**config.mk**
```make
export PLATFORM = sky130hd
export DESIGN_NAME = dbg_access_tracker
export DESIGN_NICKNAME = d
export VERILOG_FILES = /design/src/rtl/tracker_pkg.sv /design/src/rtl/tracker_mode_ctrl.sv /design/src/rtl/tracker_line.sv /design/src/rtl/tracker_victim.sv /design/src/rtl/dbg_access_tracker.sv
export SDC_FILE = /design/constraint.sdc
export NUM_CORES = 1
export LEC_CHECK = 0
export ABC_CLOCK_PERIOD_IN_PS = 3400
export BUFFER_PORTS_ARGS = -buffer_cell sky130_fd_sc_hd__buf_2
export CORE_UTILIZATION = 55
export CTS_CLUSTER_DIAMETER = 200
export DETAILED_ROUTE_END_ITERATION = 10
export GPL_TIMING_DRIVEN = 0
export PLACE_DENSITY = 0.76
export SLEW_MARGIN = 20
export SYNTH_ARGS = -nofsm -noshare
export SYNTH_HDL_FRONTEND = slang
export SYNTH_SLANG_ARGS = --single-unit
```
**constraint.sdc**
```tcl
create_clock -name clk_i -period 3.4 [get_ports clk_i]
set_input_delay 0 -clock clk_i [delete_from_list [all_inputs] [get_ports clk_i]]
set_output_delay 0 -clock clk_i [all_outputs]
set_load 0.02 [all_outputs]
```
**src/rtl/tracker_pkg.sv**
```systemverilog
package tracker_pkg;

  typedef enum logic [2:0] {
    OP_TX_BEGIN   = 3'd0,
    OP_TX_COMMIT  = 3'd1,
    OP_TX_ABORT   = 3'd2,
    OP_DBG_BEGIN  = 3'd3,
    OP_DBG_END    = 3'd4,
    OP_DBG_PAUSE  = 3'd5,
    OP_DBG_RESUME = 3'd6,
    OP_DBG_CLEAR  = 3'd7
  } cmd_op_e;

  typedef enum logic [1:0] {
    DBG_IDLE   = 2'd0,
    DBG_RUN    = 2'd1,
    DBG_PAUSED = 2'd2
  } dbg_state_e;

  typedef struct packed {
    logic r;
    logic w;
    logic dr;
    logic dw;
  } acc_bits_t;

endpackage

```
**src/rtl/tracker_mode_ctrl.sv**
```systemverilog
module tracker_mode_ctrl
  import tracker_pkg::*;
(
  input  logic       clk_i,
  input  logic       rst_ni,
  input  logic       cmd_valid_i,
  input  logic [2:0] cmd_op_i,
  output logic       tm_o,
  output logic       dtm_o,
  output logic       dbg_active_o,
  output logic       clr_tx_o,
  output logic       clr_dbg_o,
  output logic       err_o
);

  dbg_state_e dbg_q, dbg_d;
  logic       tm_q, tm_d;
  logic       legal;
  cmd_op_e    op;

  assign op = cmd_op_e'(cmd_op_i);

  always_comb begin
    legal = 1'b0;
    tm_d  = tm_q;
    dbg_d = dbg_q;
    unique case (op)
      OP_TX_BEGIN:   begin legal = !tm_q;                tm_d = 1'b1;    end
      OP_TX_COMMIT,
      OP_TX_ABORT:   begin legal = tm_q;                 tm_d = 1'b0;    end
      OP_DBG_BEGIN:  begin legal = (dbg_q == DBG_IDLE);  dbg_d = DBG_RUN;    end
      OP_DBG_END:    begin legal = (dbg_q != DBG_IDLE);  dbg_d = DBG_IDLE;   end
      OP_DBG_PAUSE:  begin legal = (dbg_q == DBG_RUN);   dbg_d = DBG_PAUSED; end
      OP_DBG_RESUME: begin legal = (dbg_q == DBG_PAUSED); dbg_d = DBG_RUN;   end
      OP_DBG_CLEAR:  legal = 1'b1;
      default:       legal = 1'b0;
    endcase
  end

  assign clr_tx_o  = cmd_valid_i && legal && (op == OP_TX_COMMIT || op == OP_TX_ABORT);
  assign clr_dbg_o = cmd_valid_i && legal && (op == OP_DBG_END || op == OP_DBG_CLEAR);

  always_ff @(posedge clk_i or negedge rst_ni) begin
    if (!rst_ni) begin
      tm_q  <= 1'b0;
      dbg_q <= DBG_IDLE;
      err_o <= 1'b0;
    end else begin
      err_o <= cmd_valid_i && !legal;
      if (cmd_valid_i && legal) begin
        tm_q  <= tm_d;
        dbg_q <= dbg_d;
      end
    end
  end

  assign tm_o         = tm_q;
  assign dtm_o        = (dbg_q == DBG_RUN);
  assign dbg_active_o = (dbg_q != DBG_IDLE);

  p_err_after_cmd_r11: assert property (@(posedge clk_i) disable iff (!rst_ni)
    err_o |-> $past(cmd_valid_i));

  p_dtm_rise_r5: assert property (@(posedge clk_i) disable iff (!rst_ni)
    $rose(dtm_o) |-> $past(cmd_valid_i && (cmd_op_i == 3'd3 || cmd_op_i == 3'd6)));

  p_dtm_fall_r6: assert property (@(posedge clk_i) disable iff (!rst_ni)
    $fell(dtm_o) |-> $past(cmd_valid_i && (cmd_op_i == 3'd4 || cmd_op_i == 3'd5)));

  p_tm_rise_r3: assert property (@(posedge clk_i) disable iff (!rst_ni)
    $rose(tm_o) |-> $past(cmd_valid_i && cmd_op_i == 3'd0));

endmodule

```
**src/rtl/tracker_line.sv**
```systemverilog
module tracker_line
  import tracker_pkg::*;
#(
  parameter int unsigned TAG_W = 8
) (
  input  logic             clk_i,
  input  logic             rst_ni,
  input  logic             alloc_i,
  input  logic [TAG_W-1:0] alloc_tag_i,
  input  acc_bits_t        set_i,
  input  logic             clr_tx_i,
  input  logic             clr_dbg_i,
  output logic             valid_o,
  output logic [TAG_W-1:0] tag_o,
  output acc_bits_t        bits_o
);

  acc_bits_t base, bits_d;

  always_comb begin
    base      = alloc_i ? '0 : bits_o;
    bits_d.r  = clr_tx_i  ? 1'b0 : (base.r  | set_i.r);
    bits_d.w  = clr_tx_i  ? 1'b0 : (base.w  | set_i.w);
    bits_d.dr = clr_dbg_i ? 1'b0 : (base.dr | set_i.dr);
    bits_d.dw = clr_dbg_i ? 1'b0 : (base.dw | set_i.dw);
  end

  always_ff @(posedge clk_i or negedge rst_ni) begin
    if (!rst_ni) begin
      valid_o <= 1'b0;
      tag_o   <= '0;
      bits_o  <= '0;
    end else begin
      if (alloc_i) begin
        valid_o <= 1'b1;
        tag_o   <= alloc_tag_i;
      end
      bits_o <= bits_d;
    end
  end

  p_line_dbg_clr_r12: assert property (@(posedge clk_i) disable iff (!rst_ni)
    clr_dbg_i |=> !bits_o.dr && !bits_o.dw);

  p_line_tx_clr_r3: assert property (@(posedge clk_i) disable iff (!rst_ni)
    clr_tx_i |=> !bits_o.r && !bits_o.w);

endmodule

```
**src/rtl/tracker_victim.sv**
```systemverilog
module tracker_victim #(
  parameter int unsigned NUM_LINES = 4,
  parameter int unsigned TAG_W     = 8,
  localparam int unsigned IDX_W    = (NUM_LINES > 1) ? $clog2(NUM_LINES) : 1
) (
  input  logic                            clk_i,
  input  logic                            rst_ni,
  input  logic                            acc_valid_i,
  input  logic [TAG_W-1:0]                acc_tag_i,
  input  logic [NUM_LINES-1:0]            valid_vec_i,
  input  logic [NUM_LINES-1:0][TAG_W-1:0] tag_vec_i,
  output logic                            hit_o,
  output logic [IDX_W-1:0]                hit_idx_o,
  output logic                            free_o,
  output logic [IDX_W-1:0]                free_idx_o,
  output logic [IDX_W-1:0]                victim_idx_o
);

  logic [NUM_LINES-1:0] hit_vec;
  logic [IDX_W-1:0]     rr_q;

  for (genvar i = 0; i < NUM_LINES; i++) begin : g_cmp
    assign hit_vec[i] = valid_vec_i[i] && (tag_vec_i[i] == acc_tag_i);
  end

  always_comb begin
    hit_idx_o  = '0;
    free_idx_o = '0;
    for (int i = NUM_LINES - 1; i >= 0; i--) begin
      if (hit_vec[i])         hit_idx_o  = IDX_W'(i);
      if (!valid_vec_i[i])    free_idx_o = IDX_W'(i);
    end
  end

  assign hit_o        = |hit_vec;
  assign free_o       = !(&valid_vec_i);
  assign victim_idx_o = rr_q;

  always_ff @(posedge clk_i or negedge rst_ni) begin
    if (!rst_ni) begin
      rr_q <= '0;
    end else if (acc_valid_i && !hit_o && !free_o) begin
      rr_q <= (rr_q == IDX_W'(NUM_LINES - 1)) ? '0 : rr_q + 1'b1;
    end
  end

  p_unique_tag_r8: assert property (@(posedge clk_i) disable iff (!rst_ni)
    $onehot0(hit_vec));

endmodule

```
**src/rtl/dbg_access_tracker.sv**
```systemverilog
module dbg_access_tracker
  import tracker_pkg::*;
#(
  parameter int unsigned NUM_LINES = 4,
  parameter int unsigned TAG_W     = 8
) (
  input  logic             clk_i,
  input  logic             rst_ni,
  input  logic             acc_valid_i,
  input  logic             acc_write_i,
  input  logic [TAG_W-1:0] acc_tag_i,
  input  logic             cmd_valid_i,
  input  logic [2:0]       cmd_op_i,
  input  logic [TAG_W-1:0] probe_tag_i,
  output logic             probe_hit_o,
  output logic             probe_r_o,
  output logic             probe_w_o,
  output logic             probe_dr_o,
  output logic             probe_dw_o,
  output logic             tm_mode_o,
  output logic             dtm_mode_o,
  output logic             overflow_o,
  output logic             cmd_err_o,
  output logic             evict_o,
  output logic [TAG_W-1:0] evict_tag_o
);

  localparam int unsigned IDX_W = (NUM_LINES > 1) ? $clog2(NUM_LINES) : 1;

  logic                            dbg_active, clr_tx, clr_dbg;
  logic [NUM_LINES-1:0]            valid_vec;
  logic [NUM_LINES-1:0][TAG_W-1:0] tag_vec;
  acc_bits_t                       bits_vec [NUM_LINES];
  logic                            hit, free;
  logic [IDX_W-1:0]                hit_idx, free_idx, victim_idx, target_idx;
  acc_bits_t                       acc_set;
  logic [NUM_LINES-1:0]            probe_vec, rw_vec, dbg_vec;
  acc_bits_t                       probe_bits;

  tracker_mode_ctrl i_mode (
    .clk_i        (clk_i),
    .rst_ni       (rst_ni),
    .cmd_valid_i  (cmd_valid_i),
    .cmd_op_i     (cmd_op_i),
    .tm_o         (tm_mode_o),
    .dtm_o        (dtm_mode_o),
    .dbg_active_o (dbg_active),
    .clr_tx_o     (clr_tx),
    .clr_dbg_o    (clr_dbg),
    .err_o        (cmd_err_o)
  );

  tracker_victim #(.NUM_LINES(NUM_LINES), .TAG_W(TAG_W)) i_victim (
    .clk_i        (clk_i),
    .rst_ni       (rst_ni),
    .acc_valid_i  (acc_valid_i),
    .acc_tag_i    (acc_tag_i),
    .valid_vec_i  (valid_vec),
    .tag_vec_i    (tag_vec),
    .hit_o        (hit),
    .hit_idx_o    (hit_idx),
    .free_o       (free),
    .free_idx_o   (free_idx),
    .victim_idx_o (victim_idx)
  );

  assign target_idx = hit ? hit_idx : (free ? free_idx : victim_idx);

  always_comb begin
    acc_set.r  = !acc_write_i && tm_mode_o;
    acc_set.w  =  acc_write_i && tm_mode_o;
    acc_set.dr = !acc_write_i && dtm_mode_o;
    acc_set.dw =  acc_write_i && dtm_mode_o;
  end

  for (genvar i = 0; i < NUM_LINES; i++) begin : g_line
    logic      sel;
    acc_bits_t line_bits;
    assign sel = acc_valid_i && (target_idx == IDX_W'(i));

    tracker_line #(.TAG_W(TAG_W)) i_line (
      .clk_i       (clk_i),
      .rst_ni      (rst_ni),
      .alloc_i     (sel && !hit),
      .alloc_tag_i (acc_tag_i),
      .set_i       (sel ? acc_set : acc_bits_t'('0)),
      .clr_tx_i    (clr_tx),
      .clr_dbg_i   (clr_dbg),
      .valid_o     (valid_vec[i]),
      .tag_o       (tag_vec[i]),
      .bits_o      (line_bits)
    );

    assign bits_vec[i]  = line_bits;
    assign probe_vec[i] = valid_vec[i] && (tag_vec[i] == probe_tag_i);
    assign rw_vec[i]    = line_bits.r || line_bits.w;
    assign dbg_vec[i]   = line_bits.dr || line_bits.dw;
  end

  always_comb begin
    probe_bits = '0;
    for (int i = 0; i < NUM_LINES; i++) begin
      if (probe_vec[i]) probe_bits = bits_vec[i];
    end
  end

  assign probe_hit_o = |probe_vec;
  assign probe_r_o   = probe_bits.r;
  assign probe_w_o   = probe_bits.w;
  assign probe_dr_o  = probe_bits.dr;
  assign probe_dw_o  = probe_bits.dw;

  assign evict_o     = acc_valid_i && !hit && !free;
  assign evict_tag_o = tag_vec[victim_idx];

  always_ff @(posedge clk_i or negedge rst_ni) begin
    if (!rst_ni) begin
      overflow_o <= 1'b0;
    end else if (clr_tx) begin
      overflow_o <= 1'b0;
    end else if (evict_o && rw_vec[victim_idx]) begin
      overflow_o <= 1'b1;
    end
  end

  p_probe_unique_r8: assert property (@(posedge clk_i) disable iff (!rst_ni)
    $onehot0(probe_vec));

  p_ovf_rise_r9: assert property (@(posedge clk_i) disable iff (!rst_ni)
    $rose(overflow_o) |-> $past(evict_o));

  p_ovf_fall_r3: assert property (@(posedge clk_i) disable iff (!rst_ni)
    $fell(overflow_o) |-> $past(cmd_valid_i && (cmd_op_i == 3'd1 || cmd_op_i == 3'd2)));

  p_dbg_idle_clean_r5: assert property (@(posedge clk_i) disable iff (!rst_ni)
    !dbg_active |-> (dbg_vec == '0));

  p_tx_idle_clean_r2: assert property (@(posedge clk_i) disable iff (!rst_ni)
    !tm_mode_o |-> (rw_vec == '0));

endmodule

```
==> flow_metrics.env <==
export IMPL_grt_pass1_vias=3019
export IMPL_ys_seq_area_share_pct=38.5
export IMPL_crit_type="flip-flop to flip-flop"
export IMPL_wl_per_cell_um=19.5
export IMPL_ir_worst_vdd_v=0.000603
export IMPL_ys_seq_elements=59
export IMPL_cts_made_buffers=9
export IMPL_max_stage_delay_ns=0.70
export IMPL_arrival_ns=3.13
export IMPL_place_gp_congestion=0.897
export IMPL_ys_types=56
export IMPL_cp_required_ns=3.62
export IMPL_synth_avg_cell_area_um2=10.9
export IMPL_path_buf_inv=3
export IMPL_hpwl_um=6830
export IMPL_finalSetupViolations=0
export IMPL_slowest_stage="nor4_1"
export IMPL_wl_um=9520
export IMPL_critPathCaptureType="flip-flop"
export IMPL_portBuffers=31
export IMPL_async_reset_ff_share_pct=100
export IMPL_rsz0062_at_grt="no"
export IMPL_diodes=0
export IMPL_drtIter0Drc=246
export IMPL_clockRootBuffer="clkbuf_8"
export IMPL_drv_slew=0
export IMPL_fillCellCount=544
export IMPL_fin_setup_tns_ns=0
export IMPL_power_density_nw_per_um2=902
export IMPL_grt_ovfl_total=0
export IMPL_maxCapViolations=0
export IMPL_synth_ff_type="dfrtp_1"
export IMPL_post_cts_setup_buffer_count=0
export IMPL_htreeDepth=3
export IMPL_rows=30
export IMPL_crit_fanout=10
export IMPL_antenna_found_initial=0
export IMPL_hold_class="input port to flip-flop"
export IMPL_areaGrowthSynthToFinish_pct=15.4
export IMPL_worstSkewPairLatency_ns=0.34
export IMPL_layout_nets=429
export IMPL_drt_pass1_iter_count=4
export IMPL_num_vias=3017
export IMPL_finClkSkew_ns=0.00476
export IMPL_coreArea_um2=6760
export IMPL_regArea_um2=1480
export IMPL_grt_max_degree=60
export IMPL_multiInputGateArea_um2=2180
export IMPL_netlist_area_um2=3830
export IMPL_die_width_um=85.5
export IMPL_numClockSinks=59
export IMPL_whs_ns=0.0335
export IMPL_cts_tree="built"
export IMPL_power_total_mw=3.99
export IMPL_p_leak_nw=1.88
export IMPL_syn_inst=350
export IMPL_fmax_mhz=345
export IMPL_worst_slew_pin_slew_ns=0.902
export IMPL_start_kind="flip-flop"
export IMPL_io_pins=42
export IMPL_drive_gt1_share_pct=25.9
export IMPL_min_period_ns=2.90
export IMPL_hold_viol_final=0
export IMPL_synth_warnings=0
export IMPL_dieArea_um2=7300
export IMPL_path_clk_slew_ns=0.07
export IMPL_crit_path_cell_trace="xnor2_1, nand3_1, nor4_1, or2_0, buf_2, or4_1, buf_2, buf_2, mux2_1"
export IMPL_synth_edf_count=0
export IMPL_drt_vias_per_instance=6.17
export IMPL_detail_route_antenna_nets=0
export IMPL_grt_total_usage_pct=28.3
export IMPL_die_h_um=85.5
export IMPL_clock_tree_buffer_depth=2
export IMPL_min_period_over_period_pct=85.3
export IMPL_outcome="finished clean"
export IMPL_start_util_pct=56.7
export IMPL_slew_headroom_pct=39.4
export IMPL_drc=0
export IMPL_crit_family="simple AND/OR/NAND/NOR gates"
export IMPL_synth_nets=375
export IMPL_grt_pass1_wl_um=15400
export IMPL_crit_path_frequent_cell="buf_2"
## final cells by class
type | count | area share, %
Buffer | 22 | 2.97
Clock buffer | 12 | 3.74
Clock inverter | 4 | 1.08
Inverter | 12 | 1.02
Multi-Input combinational cell | 257 | 49.3
Sequential cell | 59 | 33.4
Tap cell | 80 | 2.26
Timing Repair Buffer | 43 | 6.28
## cells by family after synthesis
kind of cell	after synthesis	share of synthesized area, %
AND/OR/NAND/NOR	92	14.6
buffers and inverters	34	4.60
AO/OA/AOI/OAI	52	10.5
multiplexers	46	16.3
XOR/XNOR	66	15.1
flip-flops	59	38.5
adder cells (fa/ha/maj)	1	0.327
## worst min-delay path, cell delays in order
cell	delay, ns
buf_2	0.13
nand4_1	0.11
o32ai_1	0.08
## final timing paths
kind | to | slack (ns) | startpoint | cells past startpoint
max | g_line[2].i_line.tag_o[3] | 0.50 | g_line[2].i_line.tag_o[4] | 9
min | g_line[0].i_line.bits_o[2] | 0.03 | acc_write_i | 3
max reg2reg | g_line[2].i_line.tag_o[3] | 0.50 | g_line[2].i_line.tag_o[4] | 9
min reg2reg | overflow_o | 0.50 | overflow_o | 1
max in group asynchronous | g_line[3].i_line.bits_o[1] | 2.64 | rst_ni | 2
min in group asynchronous | g_line[3].i_line.tag_o[1] | 0.27 | rst_ni | 2
## Yosys cell counts (3+ instances only)
library cell / n / share of area [%]
nor2_1: 10 / 0.98
nand4_1: 11 / 1.8
nor3b_1: 3 / 0.59
mux4_2: 8 / 4.7
mux2_1: 7 / 2.1
and3_1: 4 / 0.65
inv_1: 12 / 1.2
o32ai_1: 5 / 1.1
or3_1: 4 / 0.65
a21boi_0: 3 / 0.59
clkbuf_1: 5 / 0.49
o21ai_0: 4 / 0.52
buf_2: 6 / 0.78
nand3_1: 9 / 1.2
xor2_1: 30 / 6.9
mux2_4: 5 / 2.0
nor3_1: 10 / 1.3
dfrtp_1: 59 / 39
nand2_1: 10 / 0.98
mux2_2: 24 / 7.1
nor4_1: 5 / 0.82
a211oi_1: 3 / 0.59
a21oi_1: 10 / 1.3
buf_4: 7 / 1.4
a32o_1: 12 / 3.1
nand2b_1: 4 / 0.65
xnor2_1: 36 / 8.2
nor2b_1: 4 / 0.65
## state kept, by name (all words and copies together), names as in the netlist
| signal | count |
|---|---|
| g_line.i_line.tag_o | 32 |
| g_line.i_line.bits_o | 16 |
| g_line.i_line.valid_o | 4 |
| i_mode.dbg_q | 2 |
| i_victim.victim_idx_o | 2 |
| i_mode.err_o | 1 |
| i_mode.tm_o | 1 |
| overflow_o | 1 |
## routing by layer
metal | vias up | routed length (um) | GRT usage, %
met3 | 22 | 734 | 6.91
met4 | 0 | 285 | 11.8
met2 | 116 | 4410 | 44.9
met5 | - | 0 | 0
li1 | 1402 | - | -
met1 | 1477 | 4090 | 37.2
## layout by cell type, fill, tap and decap left out, types with 7 or more instances in the layout
cell           netlist  final
nor3_1              10     10
nand2_1             10     10
xor2_1              30     30
buf_2                6     36
mux2_1               7      7
mux2_2              24     24
xnor2_1             36     36
dlygate4sd3_1        0     12
dfrtp_1             59     59
nor2_1              10     10
a21oi_1             10     10
a32o_1              12     12
mux4_2               8      8
nand3_1              9      9
inv_1               12     12
buf_4                7      8
nand4_1             11     11
clkbuf_8             0     12
## timing repair
item | CTS | global route
resized for setup | 0 | 0
setup endpoints to repair | 0 | 0
hold endpoints to repair | 95 | 0
hold buffers | 12 | 0
## power breakdown
part | switching, mW | internal, mW | total (mW)
Clock | 0.279 | 0.396 | 0.675
Combinational | 0.988 | 0.967 | 1.95
Sequential | 0.362 | 0.998 | 1.36
## stage by stage
step	instances	instance area (um2)	utilization (%)	setup WS, ns
after floorplan	350	3830	-	0.836
after global placement	461	4090	60.5	0.625
after detailed placement	461	4090	60.5	0.569
after CTS	489	4420	65.4	0.553
after global routing	489	4420	65.4	0.302
final	489	4420	65.4	0.499
(Power assumes the default switching activity.)
